$ cat src/rtl/wreg_bank_ram_pkg.sv
package wreg_bank_ram_pkg;
  localparam int DATA_W     = 8;
  localparam int ADDR_W     = 6;
  localparam int IDX_W      = 3;
  localparam int BANK1_BASE = 24;

  typedef enum logic {
    MODE_RAM = 1'b0,
    MODE_REG = 1'b1
  } acc_mode_e;
endpackage

$ cat src/rtl/wreg_bank_flag.sv
module wreg_bank_flag (
  input  logic clk,
  input  logic rst_n,
  input  logic sel_b0,
  input  logic sel_b1,
  output logic bank_q
);
  logic bank_d;

  always_comb begin
    bank_d = bank_q;
    if (sel_b1 && !sel_b0)      bank_d = 1'b1;
    else if (sel_b0 && !sel_b1) bank_d = 1'b0;
  end

  always_ff @(posedge clk or negedge rst_n) begin
    if (!rst_n) bank_q <= 1'b0;
    else        bank_q <= bank_d;
  end
endmodule

$ cat src/rtl/wreg_addr_map.sv
module wreg_addr_map #(
  parameter int ADDR_W     = 6,
  parameter int IDX_W      = 3,
  parameter int BANK1_BASE = 24
) (
  input  logic              bank,
  input  logic              reg_mode,
  input  logic [IDX_W-1:0]  idx,
  input  logic [ADDR_W-1:0] addr,
  output logic [ADDR_W-1:0] phys
);
  localparam logic [ADDR_W-1:0] BASE1 = ADDR_W'(BANK1_BASE);

  logic [ADDR_W-1:0] idx_ext;
  logic [ADDR_W-1:0] reg_loc;

  assign idx_ext = {{(ADDR_W-IDX_W){1'b0}}, idx};

  generate
    if ((BANK1_BASE % (1 << IDX_W)) == 0) begin : g_or_base
      assign reg_loc = bank ? (BASE1 | idx_ext) : idx_ext;
    end else begin : g_add_base
      assign reg_loc = bank ? (BASE1 + idx_ext) : idx_ext;
    end
  endgenerate

  assign phys = reg_mode ? reg_loc : addr;
endmodule

$ cat src/rtl/wreg_store.sv
module wreg_store #(
  parameter int DATA_W = 8,
  parameter int ADDR_W = 6
) (
  input  logic              clk,
  input  logic              wr_en,
  input  logic [ADDR_W-1:0] addr,
  input  logic [DATA_W-1:0] wdata,
  output logic [DATA_W-1:0] rdata
);
  localparam int DEPTH = 1 << ADDR_W;

  logic [DATA_W-1:0] mem_q [DEPTH];

  always_ff @(posedge clk) begin
    if (wr_en) mem_q[addr] <= wdata;
  end

  assign rdata = mem_q[addr];
endmodule

$ cat src/rtl/wreg_bank_ram.sv
module wreg_bank_ram
  import wreg_bank_ram_pkg::*;
(
  input  logic              clk,
  input  logic              rst_n,
  input  logic              sel_bank0,
  input  logic              sel_bank1,
  input  logic              acc_valid,
  output logic              acc_ready,
  input  logic              acc_reg_mode,
  input  logic [IDX_W-1:0]  acc_reg_idx,
  input  logic [ADDR_W-1:0] acc_addr,
  input  logic              acc_we,
  input  logic [DATA_W-1:0] acc_wdata,
  output logic [DATA_W-1:0] rd_data
);
  logic              bank_q;
  logic [ADDR_W-1:0] phys_addr;
  logic              wr_fire;
  acc_mode_e         mode;

  assign acc_ready = rst_n;
  assign mode      = acc_mode_e'(acc_reg_mode);
  assign wr_fire   = acc_valid && acc_ready && acc_we;

  wreg_bank_flag u_flag (
    .clk    (clk),
    .rst_n  (rst_n),
    .sel_b0 (sel_bank0),
    .sel_b1 (sel_bank1),
    .bank_q (bank_q)
  );

  wreg_addr_map #(
    .ADDR_W     (ADDR_W),
    .IDX_W      (IDX_W),
    .BANK1_BASE (BANK1_BASE)
  ) u_map (
    .bank     (bank_q),
    .reg_mode (mode == MODE_REG),
    .idx      (acc_reg_idx),
    .addr     (acc_addr),
    .phys     (phys_addr)
  );

  wreg_store #(
    .DATA_W (DATA_W),
    .ADDR_W (ADDR_W)
  ) u_store (
    .clk   (clk),
    .wr_en (wr_fire),
    .addr  (phys_addr),
    .wdata (acc_wdata),
    .rdata (rd_data)
  );
endmodule

$ cat config.mk
export PLATFORM = sky130hd
export DESIGN_NAME = wreg_bank_ram
export DESIGN_NICKNAME = d
export VERILOG_FILES = /design/src/rtl/wreg_bank_ram_pkg.sv /design/src/rtl/wreg_bank_flag.sv /design/src/rtl/wreg_addr_map.sv /design/src/rtl/wreg_store.sv /design/src/rtl/wreg_bank_ram.sv
export SDC_FILE = /design/constraint.sdc
export NUM_CORES = 1
export LEC_CHECK = 0
export ABC_CLOCK_PERIOD_IN_PS = 10200
export BUFFER_PORTS_ARGS = -buffer_cell sky130_fd_sc_hd__clkbuf_2
export CAP_MARGIN = 5
export CELL_PAD_IN_SITES_DETAIL_PLACEMENT = 1
export CELL_PAD_IN_SITES_GLOBAL_PLACEMENT = 2
export CORE_UTILIZATION = 45
export DETAILED_ROUTE_END_ITERATION = 6
export PLACE_DENSITY_LB_ADDON = 0.25
export SLEW_MARGIN = 30
export SYNTH_ARGS = -nofsm -noshare
export SYNTH_HDL_FRONTEND = slang
export SYNTH_SLANG_ARGS = --single-unit
export TNS_END_PERCENT = 30
$ cat constraint.sdc
create_clock -name clk -period 10.2 [get_ports clk]
set_input_delay 3.06 -clock clk [delete_from_list [all_inputs] [get_ports clk]]
set_output_delay 3.06 -clock clk [all_outputs]
set_load 0.01 [all_outputs]
==> metrics.md, run 1 <==
| Metric | Value |
|---|---|
| Worst Setup Slack, final | 0.9367 ns |
| Most frequent cells in the layout | edfxtp_1, mux2i_1, o22ai_1, nor2_1, clkbuf_16 |
| CP Launch Type | input pin |
| Syn_nets | 1203 |
| Share of layout cells above drive strength 1 | 0.1114 |
| Clock Skew | 0.01004 ns |
| Initial Util | 0.4564 |
| Post-synth EDFFs | 512 |
| Total congestion overflow | 0 |
| Setup tns final | 0 ns |
| Final Power | 4.472 mW |
| DR iter-0 viols | 788 |
| Worst Path Required | 7.14 ns |
| Max-cap violation count | 0 |
| Worst-path maximum fanout | 31 |
| Count of unique library cells instantiated by Yosys | 23 |
| Class of the worst hold path | reg -> reg |
| Cell taking the most area after synthesis | edfxtp_1 |
| Vias in the first global route | 11080 |
| DRT Pass-1 Iters | 5 |
| Peak supply drop | 158.3 µV |
| Die width | 213.8 µm |
| Peak Freq | 108.0 MHz |
| Final period utilization | 0.9082 |
| CTS root buf | clkbuf_16 |
| First-pass GRT wire length | 72670 µm |
| RSZ-0062 raised after global routing | false |
| Min Clock Period, post-route | 9.263 ns |
| Top cells by area, synth | edfxtp_1, mux2i_1, o22ai_1, nor2_1, buf_2 |
| Synth Instances | 1178 |
| Synth async-reset ratio | 0.001949 |
| Post-route DRC | 0 |
| TritonCTS buffer count | 53 |
| Fillers | 4074 |
| Crit path DAT | 6.20 ns |
| Worst Path Class, Setup | in -> out |
| Final wirelength | 49320 µm |
| Area share of the largest cell type after synthesis | 0.7619 |
| Core area | 44220 µm² |
| Die Ht | 213.8 µm |
| Clock sinks | 513 |
| # H-tree levels | 2 |
| Setup Viol. Count Final | 0 |
| Mean Syn Cell Area | 17.13 µm² |
| # diodes | 0 |
| Clock tree buffer depth | 3 |
| Die area | 45700 µm² |
| Via count | 10570 |
| Worst Setup End Kind | output pin |
| Power Density | 196.8 nW/µm² |
| Final net count | 1248 |
| Seq cells post-synth | 513 |
| Routability Congestion | 0.7524 |
| Post-Place Setup Slack | 0.9420 ns |
| Via/cell ratio | 5.687 |
| Yosys warning count | 0 |
| Hold Fails Final Rpt | 0 |
| Hpwl dp | 28600 µm |
| Final core utilization | 0.5138 |
| Worst-path clk slew | 0.06 ns |
| Post-synthesis cell area | 20180 µm² |
| Commonest non-fill, non-tap cell in the layout | edfxtp_1 |
| I/O Buffers | 32 |
| Post_cts resized | 0 |
| Hold-fix buffers, CTS | 0 |
| Synth Flop Type | edfxtp_1 |
| Io pins | 33 |
| Wire length per cell | 26.55 µm |
| Status | finished clean |
| Rows | 77 |
| Largest net degree at the start of global routing | 67 |
| Area grow syn2layout | 12.58% |
| Max transition margin | 0.4079 |
| Post-route antenna net violation count | 0 |
| Initial antenna violation count | 1 |
| Worst slew pin tran | 0.8882 ns |
| Leakage power | 7.762 nW |
| Total GRT Usage | 0.2224 |
| CTS tree | built |
| Seq/Total Area, Yosys | 0.7631 |
| Postcts setup bufs | 0 |
| Slew Limit Fails | 0 |
| Clock Latency Late Sink | 0.59 ns |
==> cell usage after synthesis, types with 4 or more instances <==
master,count
buf_2,27
buf_4,8
buf_6,12
clkbuf_1,27
edfxtp_1,512
mux2i_1,257
nand2_1,4
nand2b_1,8
nor2_1,132
nor2b_1,6
o22ai_1,160
or4_1,8
==> where the power goes <==
group | internal (mW) | leakage, nW | switching [mW]
Sequential | 2.32 | 4.61 | 0.00227
Clock | 1.06 | 0.801 | 0.785
Combinational | 0.104 | 2.35 | 0.197
==> metal layers <==
metal	GRT usage	share of wire	vias up
met3	0.03032	0.042	56
li1	-	-	4756
met1	0.3068	0.45	5505
met5	0	0	-
met2	0.3686	0.49	250
met4	0.06576	0.020	0
==> cells by family after synthesis <==
family,Yosys count,synth area share
mux,258,0.1280
buf+inv,78,0.02213
simple gates,162,0.03379
flops,513,0.7631
compound gates,166,0.05233
fa+ha+maj,1,0.0006199
==> critical path, stage by stage <==
cell	delay (ns)
clkbuf_2	0.25
mux2i_4	0.61
buf_12	0.35
buf_4	0.29
mux2i_1	0.25
o22ai_1	0.12
nor2_1	0.21
o22ai_1	0.18
or4_1	0.70
clkbuf_2	0.18
==> path summary, 6_finish.rpt <==
| kind | slack, ns | to | depth (start not counted) | start |
|---|---|---|---|---|
| worst max register to register | 8.13 | u_store.mem_q[6][4] | 4 | u_flag.bank_q |
| worst min register to register | 0.79 | u_flag.bank_q | 1 | u_flag.bank_q |
| worst min-delay path | 0.79 | u_flag.bank_q | 1 | u_flag.bank_q |
| worst max-delay path | 0.94 | rd_data[7] | 10 | acc_reg_mode |
| max in group asynchronous | 7.83 | u_flag.bank_q | 1 | rst_n |
| min in group asynchronous | 2.26 | u_flag.bank_q | 1 | rst_n |
==> state kept, by name, summed over array words and instances (netlist names) <==
signal / cells
u_store.mem_q: 512
u_flag.bank_q: 1
==> area by class of cell <==
class / count / area [µm²] / share of cell area
clock buffer: 72 / 1440 / 0.06339
clock inverter: 26 / 197.7 / 0.008701
inverter: 3 / 11.26 / 0.0004956
multi-input combinational: 587 / 4384 / 0.1930
sequential: 513 / 15400 / 0.6778
tap: 592 / 740.7 / 0.03260
timing repair buffer: 65 / 545.5 / 0.02401
==> metrics by stage <==
stage | instances | hold slack [ns] | cell area (µm²)
after floorplan | 1178 | 0.5031 | 20180
after global placement | 1760 | 0.8048 | 21080
after detailed placement | 1760 | 0.8232 | 21080
after CTS | 1858 | 0.8378 | 22720
after global routing | 1858 | 0.8424 | 22720
final | 1858 | 0.7928 | 22720
Note: power is estimated with default switching activity, not from simulation.
==> run 2, diff against run 1 <==
PLACE_DENSITY_LB_ADDON = 0.05   (was 0.25)
SYNTH_HIERARCHICAL = 1   (was unset)
==> metrics.md, run 2 <==
| Metric | Value |
|---|---|
| Clock tree buffer depth | 3 |
| Most frequent cells in the layout | edfxtp_1, nor2_1, mux2i_1, clkbuf_16, buf_4 |
| Worst Path Class, Setup | in -> out |
| Yosys warning count | 6 |
| Hpwl dp | 37590 µm |
| Worst slew pin tran | 1.105 ns |
| Hold-fix buffers, CTS | 0 |
| Final net count | 1258 |
| Synth Instances | 1175 |
| CP top delay family | simple AND/OR/NAND/NOR gates |
| Switching share of power | 0.2313 |
| Switch Pwr | 1.062 mW |
| Cell taking the most area after synthesis | edfxtp_1 |
| Power share of the clock group | 0.411 |
| Count leader, synth | edfxtp_1 |
| Die Ht | 215.0 µm |
| Area share of and/or/nand/nor cells after synthesis | 0.05795 |
| Initial Util | 0.4589 |
| Hold_sp | u_flag/bank_q |
| Pint | 3.527 mW |
| Area share of the largest cell type after synthesis | 0.7528 |
| Worst Setup End Kind | output pin |
| RSZ-0062 raised after global routing | false |
| Post-route DRC | 0 |
| Post-route antenna net violation count | 0 |
| Status | finished clean |
| Hold Fails Final Rpt | 0 |
| Worst Path Required | 7.14 ns |
| Postcts setup bufs | 0 |
| Final wirelength | 60210 µm |
| Core area | 44510 µm² |
| Die area | 46240 µm² |
| Synth Area in Adders | 0.0006126 |
| Multi-input combinational cell area | 4648 µm² |
| RR Endpoint | u_store/mem_q[33][1] |
| Synth Flop Type | edfxtp_1 |
| Slowest stage cell on the critical path | nor2b_1 |
| Crit path DAT | 6.54 ns |
| Clock sinks | 513 |
| Top cells by area, synth | edfxtp_1, mux4_2, mux2i_1, nor2_1, a22oi_1 |
| CTS tree | built |
| Sequential power share | 0.507 |
| Max transition margin | 0.2613 |
| Clock Latency Late Sink | 0.60 ns |
| Count of unique library cells instantiated by Yosys | 59 |
| Largest registers | u_store/mem_q: 512 flops, u_flag/bank_q: 1 flops |
| Clock Skew | 0.02308 ns |
| Mean Syn Cell Area | 17.38 µm² |
| CTS root buf | clkbuf_16 |
| Die width | 215.0 µm |
| Largest Register | u_store/mem_q |
| Worst R2R Start | u_flag/bank_q |
| Worst-path cell chain | clkbuf_2, mux2_4, buf_12, nor2b_1, a22oi_1, and3_1, o311ai_0, buf_4, or4_1, clkbuf_2 |
| I/O Buffers | 32 |
| R2R cell count | 4 |
| Synth async-reset ratio | 0.001949 |
| Via count | 11460 |
| Min Clock Period, post-route | 9.604 ns |
| Power Density | 198.7 nW/µm² |
| CP max stage delay | 0.83 ns |
| Slew Limit Fails | 0 |
| Post_cts resized | 0 |
| Most frequent cells after synthesis | edfxtp_1, nor2_1, mux2i_1, nand2_1, mux4_2 |
| Peak supply drop | 139.2 µV |
| Post-synth EDFFs | 512 |
| Class of the worst hold path | reg -> reg |
| DR iter-0 viols | 1236 |
| Setup tns final | 0 ns |
| Largest net degree at the start of global routing | 65 |
| Io pins | 33 |
| Peak Freq | 104.1 MHz |
| # H-tree levels | 2 |
| Max FFs per register | 512 |
| Main combinational cell family by area after synthesis | multiplexers |
| Final core utilization | 0.5189 |
| Setup Viol. Count Final | 0 |
| CP Launch Type | input pin |
| First-pass GRT wire length | 86420 µm |
| Via/cell ratio | 6.131 |
| Flop2flop setup slack | 7.25 ns |
| Commonest non-fill, non-tap cell in the layout | edfxtp_1 |
| Hold Path Sink | u_flag/bank_q |
| Post-synthesis cell area | 20420 µm² |
| TritonCTS buffer count | 53 |
| Seq cells post-synth | 513 |
| Wire length per cell | 32.22 µm |
| Rows | 77 |
| CP dominant cell by count | clkbuf_2 |
| Syn_nets | 1200 |
| Area grow syn2layout | 13.09% |
| Hold path cells | 1 |
| Max-cap violation count | 0 |
| Worst-path clk slew | 0.06 ns |
| Initial antenna violation count | 0 |
| Combinational fraction of design power | 0.082 |
| Seq/Total Area, Yosys | 0.7540 |
| Post-Synth XOR/XNOR Area | 0 |
| Fillers | 4143 |
| Post-synthesis mux area share | 0.08619 |
| Total congestion overflow | 0 |
| Total GRT Usage | 0.2644 |
| DRT Pass-1 Iters | 5 |
| Vias in the first global route | 11760 |
| Leakage power | 7.430 nW |
| Final period utilization | 0.9415 |
| FF+latch area | 15400 µm² |
| Routability Congestion | 0.8423 |
| Worst-path maximum fanout | 49 |
| Share of layout cells above drive strength 1 | 0.1795 |
| Worst Path Buf+Inv | 4 |
| Compound-gate portion of the synthesized area | 0.08086 |
[run 2: changes by cell type in the layout (fill, tap and decap cells not counted), sizes merged, moves of 17 or more]
cell	previous run	this run
a22oi	3	40
nand2	4	45
a21oi	1	28
mux2	1	18
o22ai	160	22
nor2	132	82
buf	33	53
a221oi	0	21
mux2i	257	63
mux4	0	41
[run 2: stage by stage]
step | hold slack, ns | total power [mW] | area [µm²] | setup slack, ns | instances
final | 0.7523 | 4.589 | 23100 | 0.5964 | 1869
after global routing | 0.7450 | 4.710 | 23100 | 0.5414 | 1868
after CTS | 0.7485 | 4.622 | 23080 | 0.6725 | 1867
after detailed placement | 0.7298 | 2.744 | 21400 | 0.6669 | 1769
after global placement | 0.7251 | 2.743 | 21390 | 0.6073 | 1769
after floorplan | 0.4926 | 2.566 | 20420 | 2.080 | 1175
[run 2: routing by layer]
metal | track usage | wire length, µm
met5 | 0 | 0
met4 | 0.06336 | 1294
met3 | 0.05294 | 4029
met2 | 0.4207 | 28800
met1 | 0.3762 | 26090
[run 2: final cells by class]
cell class | count | share of cell area
multi-input combinational | 576 | 0.2012
clock inverter | 35 | 0.01186
inverter | 4 | 0.0006500
sequential | 513 | 0.6667
clock buffer | 63 | 0.06089
antenna | 1 | 0.0001083
tap | 592 | 0.03207
timing repair buffer | 85 | 0.02649
[run 2: worst max path at each step]
stage,start,end,slack (ns),cells past startpoint
2_1_floorplan,acc_reg_mode,rd_data[7],2.08,7
3_3_place_gp,acc_reg_mode,rd_data[1],0.61,10
3_5_place_dp,acc_reg_mode,rd_data[1],0.67,10
4_1_cts,acc_reg_mode,rd_data[1],0.67,10
5_1_grt,acc_reg_mode,rd_data[1],0.54,10
6_report,acc_reg_mode,rd_data[1],0.60,10
[run 2: worst reg2reg max path, cell delays in order, from the launching register on]
cell and delay [ns]:
dfrtp_1 0.49, mux2_2 0.44, nor2_1 0.14, nand2_1 0.49, nor2_1 1.00
[run 2: kinds of logic (layout without fill, tap and decap cells)]
logic type / after synthesis / in the layout
flip-flops: 513 / 513
AND/OR/NAND/NOR: 231 / 231
multiplexers: 122 / 122
buffers and inverters: 86 / 187
AO/OA/AOI/OAI: 222 / 222
other: 0 / 1
adder cells (fa/ha/maj): 1 / 1
[run 2: power by group through the flow]
stage,Sequential [mW],Combinational (mW),Clock [mW]
after floorplan,2.37,0.197,0
after global placement,2.37,0.373,0
after detailed placement,2.37,0.374,0
after CTS,2.33,0.374,1.92
after global routing,2.32,0.394,1.99
final,2.33,0.376,1.89
==> run 3, diff against run 2 <==
==> constraint.sdc (replaced) <==
create_clock -name clk -period 10.2 [get_ports clk]
set_input_delay 0 -clock clk [delete_from_list [all_inputs] [get_ports clk]]
set_output_delay 0 -clock clk [all_outputs]
set_load 0.01 [all_outputs]
==> metrics.md, run 3 (synthesis gave the netlist of run 2 again) <==
| Metric | Value |
|---|---|
| Worst slew pin tran | 1.028 ns |
| WHS | 0.08631 ns |
| Setup Viol. Count Final | 0 |
| Post-Place Setup Slack | 5.362 ns |
| Final Power | 4.639 mW |
| CP top delay family | buffers and inverters |
| Max-cap violation count | 0 |
| Power Density | 202.0 nW/µm² |
| Via count | 11420 |
| Worst Setup End Kind | output pin |
| TritonCTS buffer count | 53 |
| Initial Util | 0.4589 |
| Post-route DRC | 0 |
| Rows | 77 |
| Worst Setup Slack, final | 5.915 ns |
| Crit path DAT | 4.29 ns |
| Setup tns final | 0 ns |
| Final design instance area without fill | 22960 µm² |
| Io pins | 33 |
| Wire length per cell | 32.20 µm |
| Die Ht | 215.0 µm |
| DRT Pass-1 Iters | 5 |
| Largest Register | u_store/mem_q |
| Peak supply drop | 202.3 µV |
| Clock Skew | 0.01849 ns |
| Slew Limit Fails | 0 |
| Largest net degree at the start of global routing | 75 |
| Leakage power | 7.338 nW |
| Peak Freq | 233.4 MHz |
| Hpwl dp | 35600 µm |
| Clock sinks | 513 |
| CP Launch Point | acc_reg_mode |
| Hold_sp | acc_wdata[6] |
| Slowest stage cell on the critical path | buf_4 |
| Non-filler cells, final | 1844 |
| CP Launch Type | input pin |
| Commonest non-fill, non-tap cell in the layout | edfxtp_1 |
| Min Clock Period, post-route | 4.285 ns |
| Share of layout cells above drive strength 1 | 0.1669 |
| Most frequent cells in the layout | edfxtp_1, nor2_1, mux2i_1, clkbuf_16, nand2_1 |
| Hold Fails Final Rpt | 0 |
| Worst Path Required | 10.20 ns |
| CTS tree | built |
| Clock Latency Late Sink | 0.60 ns |
| Die width | 215.0 µm |
| Routability Congestion | 0.8097 |
| CP dominant cell by count | buf_4 |
| Max FFs per register | 512 |
| Max transition margin | 0.3120 |
| DP Area | 21130 µm² |
| Via/cell ratio | 6.195 |
| Core area | 44510 µm² |
| Area grow syn2layout | 12.44% |
| Status | finished clean |
| Final core utilization | 0.5159 |
| Final wirelength | 59380 µm |
| Worst-path cell chain | clkbuf_2, mux2_4, buf_4, buf_4, nor2_2, buf_4, a22o_1, a211oi_1, o22ai_1, or4_1, clkbuf_2 |
| CP max stage delay | 0.82 ns |
| DP Cell Count | 1740 |
| RSZ-0062 raised after global routing | false |
| # diodes | 0 |
| First-pass GRT wire length | 85550 µm |
| DR iter-0 viols | 1079 |
| Worst R2R Start | u_flag/bank_q |
| Total GRT Usage | 0.2616 |
| Clock tree buffer depth | 3 |
| Final period utilization | 0.4201 |
| Post-route antenna net violation count | 0 |
| Largest registers | u_store/mem_q: 512 flops, u_flag/bank_q: 1 flops |
| Final net count | 1233 |
| Worst-path clk slew | 0.06 ns |
| I/O Buffers | 32 |
| Worst Path Buf+Inv | 5 |
| Vias in the first global route | 11620 |
| CTS root buf | clkbuf_16 |
| Initial antenna violation count | 1 |
| Class of the worst hold path | in -> reg |
| Total congestion overflow | 0 |
| Worst Path Class, Setup | in -> out |
| Worst-path maximum fanout | 74 |
| Die area | 46240 µm² |
| # H-tree levels | 2 |
run 3: cell types whose count changed in the layout (fill, tap and decap cells not counted), sizes merged:
| cell | before | now |
|---|---|---|
| bufinv | 4 | 6 |
| clkbuf | 95 | 94 |
| inv | 5 | 6 |
| clkinv | 26 | 25 |
| buf | 53 | 23 |
| dlygate4sd3 | 0 | 5 |
| diode | 1 | 0 |
run 3: report_power, final:
part           switching (mW)  total (mW)  internal (mW)
Clock                   0.817        1.96           1.14
Combinational           0.247       0.357          0.110
Sequential            0.00216        2.33           2.32
run 3: final timing paths:
path                       slack, ns                   end  depth (start not counted)
hold / removal                  0.09  u_store/mem_q[21][6]                          2
min in group asynchronous       0.28         u_flag/bank_q                          3
setup reg to reg                7.18  u_store/mem_q[40][2]                          3
setup / recovery                5.91            rd_data[1]                         11
max in group asynchronous       9.82         u_flag/bank_q                          3
hold reg to reg                 1.27         u_flag/bank_q                          2
run 3: final cells by class:
| type | count | area [µm²] |
|---|---|---|
| Multi-Input combinational cell | 576 | 4651 |
| Clock inverter | 37 | 375.4 |
| Tap cell | 592 | 740.7 |
| Timing Repair Buffer | 60 | 382.9 |
| Inverter | 4 | 15.01 |
| Sequential cell | 513 | 15400 |
| Fill cell | 4112 | 21550 |
| Clock buffer | 62 | 1400 |
run 3: routing by layer:
metal  track usage  wire length, µm  vias to the layer above
met5             0                9                        -
met4       0.08345             1755                        2
met3       0.04841             3992                      100
met2        0.4106            27890                      419
met1        0.3711            25730                     6060
li1              -                -                     4842
run 3: what timing repair did:
item | in CTS | in global routing
hold buffers | 5 | 0
endpoints found under the hold margin | 2 | 0
setup buffers | 0 | 0
resized for setup | 0 | 0
